File: src/rtl/addcu_pkg.sv
package addcu_pkg;

  // Strobes from control to datapath, already qualified by the phase.
  typedef struct packed {
    logic capOp;    // latch operation fields
    logic capOpnd;  // latch register operands
    logic drive;    // load the result register with the sum
  } cuStrobes_t;

  typedef enum logic [1:0] {
    PH_IDLE  = 2'd0,
    PH_READ  = 2'd1,
    PH_WRITE = 2'd2
  } cuPhase_t;

  typedef struct packed {
    logic immSel;
    logic invert;
    logic carry;
  } opFlags_t;

endpackage

File: src/rtl/addcu_ctrl.sv
module addcu_ctrl
  import addcu_pkg::*;
(
  input  logic       clk,
  input  logic       rstN,
  input  logic       issueI,
  input  logic       goReadI,
  input  logic       goWriteI,
  output cuStrobes_t strobes,
  output logic       busyO,
  output logic       reqReadO,
  output logic       reqWriteO
);

  cuPhase_t phase, phaseNext;

  // Strobes are honoured only in the phase that expects them.
  always_comb begin
    strobes.capOp   = issueI   && (phase == PH_IDLE);
    strobes.capOpnd = goReadI  && (phase == PH_READ);
    strobes.drive   = goWriteI && (phase == PH_WRITE);
  end

  always_comb begin
    phaseNext = phase;
    unique case (phase)
      PH_IDLE:  if (issueI)   phaseNext = PH_READ;
      PH_READ:  if (goReadI)  phaseNext = PH_WRITE;
      PH_WRITE: if (goWriteI) phaseNext = PH_IDLE;
      default:                phaseNext = PH_IDLE;
    endcase
  end

  always_ff @(posedge clk or negedge rstN) begin
    if (!rstN) phase <= PH_IDLE;
    else       phase <= phaseNext;
  end

  // Status outputs come straight from the phase register.
  assign busyO     = (phase != PH_IDLE);
  assign reqReadO  = (phase == PH_READ);
  assign reqWriteO = (phase == PH_WRITE);

  // issue while idle raises busy and request-read on the next edge
  a_r2_issue_raises_busy: assert property (@(posedge clk) disable iff (!rstN)
    (!busyO && issueI) |=> (busyO && reqReadO && !reqWriteO));

  // issue while busy does not disturb the status outputs
  a_r3_issue_ignored: assert property (@(posedge clk) disable iff (!rstN)
    (reqReadO && issueI && !goReadI) |=> (busyO && reqReadO));

  // read strobe hands over from request-read to request-write
  a_r4_read_handover: assert property (@(posedge clk) disable iff (!rstN)
    (reqReadO && goReadI) |=> (busyO && !reqReadO && reqWriteO));

  // write strobe ends the operation on the next edge
  a_r5_write_ends: assert property (@(posedge clk) disable iff (!rstN)
    (reqWriteO && goWriteI) |=> (!busyO && !reqWriteO && !reqReadO));

  // stray write strobe while waiting for operands is ignored
  a_r11_stray_write: assert property (@(posedge clk) disable iff (!rstN)
    (reqReadO && goWriteI && !goReadI) |=> reqReadO);

  // stray read strobe while waiting to write is ignored
  a_r11_stray_read: assert property (@(posedge clk) disable iff (!rstN)
    (reqWriteO && goReadI && !goWriteI) |=> reqWriteO);

  // the two requests are never raised together, and only while busy
  a_r4_req_exclusive: assert property (@(posedge clk) disable iff (!rstN)
    $onehot0({reqReadO, reqWriteO}) && ((reqReadO || reqWriteO) == busyO));

endmodule

File: src/rtl/addcu_addend.sv
module addcu_addend
  import addcu_pkg::*;
#(
  parameter int XLEN  = 64,
  parameter int IMM_W = 12
) (
  input  opFlags_t            flags,
  input  logic [IMM_W-1:0]    imm,
  input  logic [XLEN-1:0]     opndB,
  output logic [XLEN-1:0]     addend
);

  localparam int EXT_W = XLEN - IMM_W;

  logic [XLEN-1:0] immExt;
  logic [XLEN-1:0] picked;

  // Sign extension of the immediate; the variant depends on the widths.
  generate
    if (EXT_W > 0) begin : g_ext
      assign immExt = {{EXT_W{imm[IMM_W-1]}}, imm};
    end else begin : g_trunc
      assign immExt = imm[XLEN-1:0];
    end
  endgenerate

  assign picked = flags.immSel ? immExt : opndB;
  assign addend = flags.invert ? ~picked : picked;

endmodule

File: src/rtl/addcu_datapath.sv
module addcu_datapath
  import addcu_pkg::*;
#(
  parameter int XLEN  = 64,
  parameter int IMM_W = 12
) (
  input  logic             clk,
  input  logic             rstN,
  input  cuStrobes_t       strobes,
  input  logic             opImmSelI,
  input  logic             opInvertI,
  input  logic [IMM_W-1:0] opImmI,
  input  logic             opCarryI,
  input  logic [XLEN-1:0]  srcAI,
  input  logic [XLEN-1:0]  srcBI,
  output logic [XLEN-1:0]  resultO
);

  opFlags_t         flagsQ;
  logic [IMM_W-1:0] immQ;
  logic [XLEN-1:0]  opndAQ;
  logic [XLEN-1:0]  opndBQ;
  logic [XLEN-1:0]  addend2;
  logic [XLEN-1:0]  sum;

  // Operation fields, latched on an accepted issue.
  always_ff @(posedge clk or negedge rstN) begin
    if (!rstN) begin
      flagsQ <= '0;
      immQ   <= '0;
    end else if (strobes.capOp) begin
      flagsQ <= '{immSel: opImmSelI, invert: opInvertI, carry: opCarryI};
      immQ   <= opImmI;
    end
  end

  // Register operands, latched on an accepted read strobe.
  always_ff @(posedge clk or negedge rstN) begin
    if (!rstN) begin
      opndAQ <= '0;
      opndBQ <= '0;
    end else if (strobes.capOpnd) begin
      opndAQ <= srcAI;
      opndBQ <= srcBI;
    end
  end

  addcu_addend #(.XLEN(XLEN), .IMM_W(IMM_W)) u_addend (
    .flags  (flagsQ),
    .imm    (immQ),
    .opndB  (opndBQ),
    .addend (addend2)
  );

  // Sum from latched values only; the carry is zero-extended.
  assign sum = opndAQ + addend2 + {{(XLEN-1){1'b0}}, flagsQ.carry};

  // Result register feeds an OR-combined bus: zero unless writing.
  always_ff @(posedge clk or negedge rstN) begin
    if (!rstN)              resultO <= '0;
    else if (strobes.drive) resultO <= sum;
    else                    resultO <= '0;
  end

  // no accepted write strobe means the bus sees zero next cycle
  a_r6_bus_zero: assert property (@(posedge clk) disable iff (!rstN)
    !strobes.drive |=> (resultO == '0));

  // latched operands hold unless a capture strobe arrives
  a_r10_opnd_hold: assert property (@(posedge clk) disable iff (!rstN)
    !strobes.capOpnd |=> ($stable(opndAQ) && $stable(opndBQ)));

  // operation fields hold unless an issue is accepted
  a_r3_fields_hold: assert property (@(posedge clk) disable iff (!rstN)
    !strobes.capOp |=> ($stable(flagsQ) && $stable(immQ)));

endmodule

File: src/rtl/addcu_top.sv
module addcu_top
  import addcu_pkg::*;
#(
  parameter int XLEN  = 64,
  parameter int IMM_W = 12
) (
  input  logic             clk,
  input  logic             rstN,
  input  logic             issueI,
  input  logic             goReadI,
  input  logic             goWriteI,
  input  logic             opImmSelI,
  input  logic             opInvertI,
  input  logic [IMM_W-1:0] opImmI,
  input  logic             opCarryI,
  input  logic [XLEN-1:0]  srcAI,
  input  logic [XLEN-1:0]  srcBI,
  output logic             busyO,
  output logic             reqReadO,
  output logic             reqWriteO,
  output logic [XLEN-1:0]  resultO
);

  cuStrobes_t strobes;

  addcu_ctrl u_ctrl (
    .clk       (clk),
    .rstN      (rstN),
    .issueI    (issueI),
    .goReadI   (goReadI),
    .goWriteI  (goWriteI),
    .strobes   (strobes),
    .busyO     (busyO),
    .reqReadO  (reqReadO),
    .reqWriteO (reqWriteO)
  );

  addcu_datapath #(.XLEN(XLEN), .IMM_W(IMM_W)) u_dp (
    .clk       (clk),
    .rstN      (rstN),
    .strobes   (strobes),
    .opImmSelI (opImmSelI),
    .opInvertI (opInvertI),
    .opImmI    (opImmI),
    .opCarryI  (opCarryI),
    .srcAI     (srcAI),
    .srcBI     (srcBI),
    .resultO   (resultO)
  );

  // a result on the bus always ends the operation
  a_r5_result_idle: assert property (@(posedge clk) disable iff (!rstN)
    (resultO != '0) |-> (!busyO || reqReadO));

endmodule

File: config.mk
export PLATFORM = sky130hd
export DESIGN_NAME = addcu_top
export DESIGN_NICKNAME = d
export VERILOG_FILES = /design/src/rtl/addcu_pkg.sv /design/src/rtl/addcu_ctrl.sv /design/src/rtl/addcu_addend.sv /design/src/rtl/addcu_datapath.sv /design/src/rtl/addcu_top.sv
export SDC_FILE = /design/constraint.sdc
export NUM_CORES = 1
export LEC_CHECK = 0
export ABC_AREA = 1
export BUFFER_PORTS_ARGS = -buffer_cell sky130_fd_sc_hd__buf_4
export CORE_MARGIN = 8
export CORE_UTILIZATION = 47
export CTS_BUF_LIST = sky130_fd_sc_hd__clkbuf_8
export DETAILED_ROUTE_END_ITERATION = 10
export PLACE_DENSITY = 0.78
export SYNTH_ARGS = -nofsm -noshare
export SYNTH_HDL_FRONTEND = slang
export SYNTH_SLANG_ARGS = --single-unit
File: constraint.sdc
create_clock -name clk -period 6.3 [get_ports clk]
set_input_delay 0.315 -clock clk [delete_from_list [all_inputs] [get_ports clk]]
set_output_delay 0.315 -clock clk [all_outputs]
set_load 0.02 [all_outputs]
==> implementation parameters, run 1 <==
Parameter                              Value

Run status
  Run status ... complete, no violations

Routing
  Number of remaining DRC errors ... 0
  Total Wirelength ... ~47 mm
  Detailed-router iteration count before antenna repair ... 8
  Initial DRC count ... 1,173
  Vias per Instance ... roughly 5
  Drt wl/cell ... ~17 microns
  Antenna viol nets, final ... 0
  Via total after detailed routing ... roughly 14k

Clock network
  Number of sinks handled by clock tree synthesis ... 209
  Number of buffers created by CTS ... 38
  Buffers inserted during post-CTS setup optimization ... 0
  Register clock-pin slew on the reported worst setup and hold paths ... 0.06 ns
  Clock tree from TritonCTS ... built
  Maximum number of buffers from clock root to sink ... 3
  Clock Latency Late Sink ... 0.56 ns
  Cell at the root of the clock tree ... clkbuf_8
  Total number of H-tree levels ... 2

Logic synthesis
  Post-synth top area cell ... dfrtp_1
  Top flip-flop cell by instance count after synthesis ... dfrtp_1
  Synthesized net count ... 2,237
  Most instantiated cells after synthesis ... nand2_1, inv_1, dfrtp_1
  Area share of the largest cell type after synthesis ... 0.3675
  Count of synthesis-stage warnings from yosys ... 0
  FFs w/ async S/R, synth ... 1.000
  Combined area of all synthesized cells ... 0.01423 sq mm
  Top area cells in the synthesized netlist ... dfrtp_1, nand2_1, inv_1, mux2_2, a21oi_1
  Distinct cell type count after synthesis ... 33
  #FFs+latches synth ... roughly 210
  EDFF count, synth ... 0
  Mean instance size in the synthesized netlist ... 7.027 sq um
  Sequential-to-total area share from yosys stat ... 0.3675
  Gate Count Post-Synth ... 2,025
  Most common cell in the synthesized netlist ... nand2_1

STA
  Setup Skew ... 0.02701 ns
  Worst path setup slack after routing ... 2.395 ns
  Endpoints failing setup ... 0
  Final hold slack ... 0.01990 ns
  Clock period minus final worst setup slack ... 3.905 ns
  Portion of the clock cycle consumed by the worst path in the final layout ... 0.6199
  Max Fclk ... approximately 260 MHz
  Max Transition Viols Final ... 0
  Setup tns final ... 0 ns
  Worst max-slew margin expressed relative to the limit ... 0.2735
  Setup repair after global routing missed its margin ... false
  Slew at the pin closest to its max-slew limit ... 1.090 ns
  Final Hold Viols ... 0

Floorplan
  Die width ... 190 microns
  Core area ... 0.02972 sq mm
  Overall die area ... between 0.03 and 0.04 sq mm
  Number of placed I/O pins ... 215
  Initial standard-cell utilization of the core ... 0.4788
  Vert. Die Dim ... roughly 190 microns
  Std-Cell Rows ... 63

GRT
  Overflow after GRT ... 0
  Pin count of the biggest net entering global routing ... 81
  Via count of the first global-routing pass ... 13.70k
  Overall routing resource usage ... 0.2547
  Number of antenna violations at the first check in global routing ... 2
  First-pass GRT wire length ... 72.91 mm

Critical path
  Worst path most repeated cell ... nand3_1
  Critical Path Fanout Max ... 77
  Worst Setup End Kind ... register
  Crit path max-delay cell type ... dfrtp_2
  Startpoint types ... register
  Worst Path Arrival ... 4.33 ns
  Worst setup path category ... register to register
  Required time at the worst-slack endpoint ... between 6 and 7 ns
  Critical Path, Cell by Cell ... o21ai_0 -> xor2_1 -> fa_1 -> fa_1 -> inv_1 -> nand3_1 -> inv_1 -> nand2_1 -> nand3_1 -> nand2_1 -> nand2_2 -> nand3_1 -> nand3_1 -> nand2_1 -> inv_1 -> nor2_1
  Worst-case register-to-register setup slack ... approximately 2.4 ns
  Delay of the slowest critical-path stage ... 1.09 ns

Placed design
  Final weighted congestion in routability-driven placement ... 0.9707
  Number of input and output port buffers inserted ... 214
  Detailed Place HPWL ... around 36 mm
  Post-Place Worst Slack ... 2.547 ns
  Placement-stage cell area ... between 0.015 and 0.02 sq mm

Cells and area
  Area Overhead vs Synth ... 26.55%
  Share of final-layout standard cells stronger than drive strength 1 ... 0.1751
  Total number of nets in the final design ... 2,549
  Post-route cell area ... 0.01801 sq mm

Run
  Max-capacitance violation count ... 0

Min path
  Type of the most critical hold path ... input pin to register
state kept, by name, indices dropped and copies added, names as in the netlist:
signal,flops
u_dp.opndBQ,64
u_dp.resultO,64
u_dp.flagsQ,3
u_dp.opndAQ,64
u_ctrl.phase,2
u_dp.immQ,12
routing by layer:
layer	track usage	share of wire	wire [microns]
met1	0.3525	0.45	21120
met2	0.3964	0.44	20690
met3	0.04577	0.077	3587
met4	0.08689	0.030	1403
met5	0	0	0
worst paths after layout:
kind                                              from                           to  depth (start not counted)
max in group asynchronous                         rstN   u_dp.resultO[18]$_DFF_PN0_                          3
setup / recovery            u_dp.flagsQ[2]$_DFFE_PN0P_   u_dp.resultO[46]$_DFF_PN0_                         16
setup reg to reg            u_dp.flagsQ[2]$_DFFE_PN0P_   u_dp.resultO[46]$_DFF_PN0_                         16
hold reg to reg            u_dp.opndBQ[63]$_DFFE_PN0P_  u_dp.opndBQ[63]$_DFFE_PN0P_                          2
min in group asynchronous                         rstN     u_dp.immQ[7]$_DFFE_PN0P_                          2
hold / removal                               srcAI[55]  u_dp.opndAQ[55]$_DFFE_PN0P_                          2
cell usage in the layout (no fill, tap or decap), types with 17 or more instances in the layout:
cell           Yosys  final
ha_1              62     62
a21oi_1          163    163
o21ai_0           97     97
mux2_2            75     75
nand3_1           52     52
nand2_2           22     22
dlygate4sd3_1      0     98
buf_4              4    221
inv_1            400    406
xor2_1            65     65
clkbuf_8           0     52
nor2_2            17     17
nand2_1          576    575
dfrtp_1          209    207
nor2_1           190    190
critical path: cells and delay by family, from the launching register on:
family | cells | cell delay (ns)
AOI/OAI and AO/OA | 1 | 0.27
xor gates and xnor gates | 1 | 0.21
adders and majority gates | 2 | 0.96
buffers and inverters | 3 | 0.27
DFF | 1 | 1.09
and+or+nand+nor | 9 | 0.96
layout make-up:
type                            count  area [sq um]
Clock buffer                       51         701.9
Tap cell                          390         488.0
Clock inverter                     17         150.1
Fill cell                        2619         11710
Sequential cell                   209          5233
Multi-Input combinational cell   1367          7274
Antenna cell                        1         2.502
Inverter                          401          1505
Timing Repair Buffer              320          2654
what timing repair did:
| item | CTS | global route |
|---|---|---|
| resized for setup | 0 | 0 |
| hold buffers | 98 | 0 |
| endpoints found under the hold margin | 156 | 0 |
metrics by stage:
| step | util | std cells |
|---|---|---|
| after floorplan | - | 2025 |
| after global placement | 0.5442 | 2589 |
| after detailed placement | 0.5442 | 2589 |
| after CTS | 0.6059 | 2755 |
| after global routing | 0.6060 | 2756 |
| final | 0.6060 | 2756 |
logic make-up (layout without fill, tap and decap cells):
family,Yosys count,count (layout),synth area share
compound gates,267,267,0.09514
buf+inv,449,789,0.1218
fa+ha+maj,64,64,0.05733
simple gates,895,895,0.2582
xor+xnor,66,66,0.04062
mux,75,75,0.05935
flops,209,209,0.3675
other cells,0,1,0
Power of run 1 is not shown: default switching activity piles up to over one toggle a cycle in this logic, so the estimate is an artifact.
==> run 2: changes to the inputs <==
Settings changed: PLACE_DENSITY 0.78 to 0.81.
Clock period 6.3 ns to 3.55 ns, I/O delays scaled along.
==> run 2 against run 1 <==
Setup slack got worse by 2.1 ns. Clock skew fell by 0.0020 ns. First-iteration DRC count rose by 4.5%. Flip-flop and latch count did not move. Register-to-register slack got worse by 2.1 ns. Global-route usage rose by 2.0 points. Sequential share of layout area fell by 0.82 points. Final cell count rose by 2.0%. Hold slack improved by 0.26 ns. Maximum frequency rose by 19%.
==> implementation parameters, run 2 (synthesized netlist as in run 1, its figures left out) <==
Parameter                              Value

Run status
  Run status ... complete, no violations (unchanged)

GRT
  Overflow after GRT ... 0 (unchanged)
  Pin count of the biggest net entering global routing ... 99 (was 81)
  Number of antenna violations at the first check in global routing ... 4 (was 2)
  Overall routing resource usage ... 0.2743 (was 0.2547)
  First-pass GRT wire length ... 77.80 mm (was 72.91 mm)
  Via count of the first global-routing pass ... 14.41k (was 13.70k)

Cells and area
  Area Overhead vs Synth ... 30.22% (was 26.55%)
  Largest regs ... u_dp.opndAQ x64, u_dp.opndBQ x64, u_dp.resultO x64 (unchanged)
  Area taken by flip-flops and latches ... 0.005233 sq mm (unchanged)
  Highest-count cells in the layout ignoring fill and taps ... nand2_1, inv_1, buf_4, dfrtp_1, nor2_1 (unchanged)
  Utilization of the core after routing ... 0.6236 (was 0.6060)
  Total number of nets in the final design ... 2,604 (was 2,549)
  Commonest non-fill, non-tap cell in the layout ... nand2_1 (unchanged)
  Fill cell count ... 2,536 (was 2,619)
  Combined area of the multi-input logic cells ... 0.007274 sq mm (unchanged)
  Share of final-layout standard cells stronger than drive strength 1 ... 0.1703 (was 0.1751)
  Count of placed standard cells in the final layout, fillers left out ... 2,811 (was 2,756)

Clock network
  Cell at the root of the clock tree ... clkbuf_8 (unchanged)
  Hold_buf cts ... 146 (was 98)
  Buffers inserted during post-CTS setup optimization ... 0 (unchanged)
  Clock tree from TritonCTS ... built (unchanged)
  Maximum number of buffers from clock root to sink ... 3 (unchanged)
  Number of buffers created by CTS ... 38 (unchanged)
  Number of sinks handled by clock tree synthesis ... 209 (unchanged)
  Total number of H-tree levels ... 2 (unchanged)
  Register clock-pin slew on the reported worst setup and hold paths ... 0.06 ns (about the same)
  Clock Latency Late Sink ... 0.56 ns (about the same)
  Gates resized, CTS repair ... 0 (unchanged)

Placed design
  Number of input and output port buffers inserted ... 214 (unchanged)
  Final weighted congestion in routability-driven placement ... 0.9544 (was 0.9707)
  Detailed Place HPWL ... 36.71 mm (was 36.31 mm)
  Number of cells after detailed placement ... 2,596 (was 2,589)

Critical path
  Crit path max-delay cell type ... fa_1 (was dfrtp_2)
  Critical Path Fanout Max ... 29 (was 77)
  Critical path startpoint ... u_dp.flagsQ[2]$_DFFE_PN0P_ (unchanged)
  Critical Path, Cell by Cell ... buf_4 -> o21ai_0 -> xor2_1 -> fa_1 -> fa_1 -> inv_1 -> nand3_1 -> inv_1 -> nand3_1 -> nand3_2 -> nand3_1 -> nand2_1 -> nand2_1 -> nand2_1 -> nand2_1 -> inv_1 -> nor2_1 (was o21ai_0 -> xor2_1 -> fa_1 -> fa_1 -> inv_1 -> nand3_1 -> inv_1 -> nand2_1 -> nand3_1 -> nand2_1 -> nand2_2 -> nand3_1 -> nand3_1 -> nand2_1 -> inv_1 -> nor2_1)
  Worst setup path category ... register to register (unchanged)
  Delay of the slowest critical-path stage ... 0.50 ns (was 1.09 ns)
  Logic depth of the worst setup path including buffers ... 17 (was 16)
  Startpoint types ... register (unchanged)
  Worst Path Arrival ... 3.72 ns (was 4.33 ns)
  Last element of the critical path ... u_dp.resultO[42]$_DFF_PN0_ (was u_dp.resultO[46]$_DFF_PN0_)
  R2R depth ... 17 (was 16)
  Reg-to-reg critical path startpoint ... u_dp.flagsQ[2]$_DFFE_PN0P_ (unchanged)
  Worst-case register-to-register setup slack ... 0.27 ns (was 2.39 ns)
  Worst Setup End Kind ... register (unchanged)
  Required time at the worst-slack endpoint ... 3.99 ns (was 6.72 ns)
  Cell family with the largest share of critical-path delay ... adder cells (was flip-flops)
  Worst r2r dst ... u_dp.resultO[42]$_DFF_PN0_ (was u_dp.resultO[46]$_DFF_PN0_)
  Buffers and inverters on the worst path ... 4 (was 3)
  Worst path most repeated cell ... nand2_1 (was nand3_1)

Floorplan
  Vert. Die Dim ... 190 microns (unchanged)
  Number of placed I/O pins ... 215 (unchanged)
  Initial standard-cell utilization of the core ... 0.4788 (unchanged)
  Overall die area ... 0.03610 sq mm (unchanged)
  Std-Cell Rows ... 63 (unchanged)
  Core area ... 0.02972 sq mm (unchanged)
  Die width ... 190 microns (unchanged)

STA
  Setup tns final ... 0 ns (unchanged)
  Final Hold Viols ... 0 (unchanged)
  Worst max-slew margin expressed relative to the limit ... 0.4454 (was 0.2735)
  Setup repair after global routing missed its margin ... false (unchanged)
  Portion of the clock cycle consumed by the worst path in the final layout ... 0.9225 (was 0.6199)
  Max Transition Viols Final ... 0 (unchanged)
  Clock period minus final worst setup slack ... 3.275 ns (was 3.905 ns)
  Setup Skew ... 0.02505 ns (was 0.02701 ns)
  Final hold slack ... 0.2784 ns (was 0.01990 ns)
  Slew at the pin closest to its max-slew limit ... 0.8319 ns (was 1.090 ns)
  Endpoints failing setup ... 0 (unchanged)
  Max Fclk ... 305.3 MHz (was 256.1 MHz)

Routing
  Via total after detailed routing ... 14.33k (was 13.85k)
  Vias per Instance ... 5.098 (was 5.025)
  Detailed-router iteration count before antenna repair ... 6 (was 8)
  Antenna viol nets, final ... 0 (unchanged)
  Initial DRC count ... 1,226 (was 1,173)
  Drt wl/cell ... 17.88 microns (was 16.98 microns)
  Highest metal used ... met4 (unchanged)
  Number of remaining DRC errors ... 0 (unchanged)
  Total routed wire length on the met1 layer ... 21.50 mm (was 21.12 mm)
  Amount of wire on met3 after detailed routing ... 4.176 mm (was 3.587 mm)
  Total Wirelength ... 50.26 mm (was 46.79 mm)
  Sum of met2 wire segment lengths after detailed routing ... 22.77 mm (was 20.69 mm)

Run
  Max-capacitance violation count ... 0 (unchanged)

Min path
  Type of the most critical hold path ... input pin to async pin (was input pin to register)
==> run 2: layer usage <==
metal,global-route usage,vias up
met4,0.1052,0
met2,0.4390,604
met3,0.05291,119
met5,0,-
met1,0.3625,6668
li1,-,6940
==> run 2: worst min-delay path by stage <==
stage	endpoint	slack, ns
global placement	u_dp.resultO[0]$_DFF_PN0_	0.32
CTS	u_dp.resultO[7]$_DFF_PN0_	0.30
floorplan	u_ctrl.phase[0]$_DFFE_PN0P_	-0.12
detailed placement	u_dp.opndBQ[6]$_DFFE_PN0P_	0.33
finish	u_dp.resultO[0]$_DFF_PN0_	0.28
global route	u_dp.opndBQ[5]$_DFFE_PN0P_	0.36
==> run 2: cell type report <==
type | count | share of cell area
Timing Repair Buffer | 375 | 0.1754
Clock buffer | 45 | 0.03342
Inverter | 401 | 0.08123
Clock inverter | 22 | 0.008440
Multi-Input combinational cell | 1367 | 0.3926
Sequential cell | 209 | 0.2824
Antenna cell | 2 | 0.0002701
Tap cell | 390 | 0.02633
==> run 2: stage by stage <==
step | worst slack, ns | cell area [sq um]
finish | 0.2750 | 18530
global route | 0.08681 | 18530
CTS | 0.3780 | 18530
detailed placement | 0.4198 | 16290
global placement | 0.5123 | 16290
floorplan | 0.7316 | 14230
Power of run 2 is left out for the same reason.
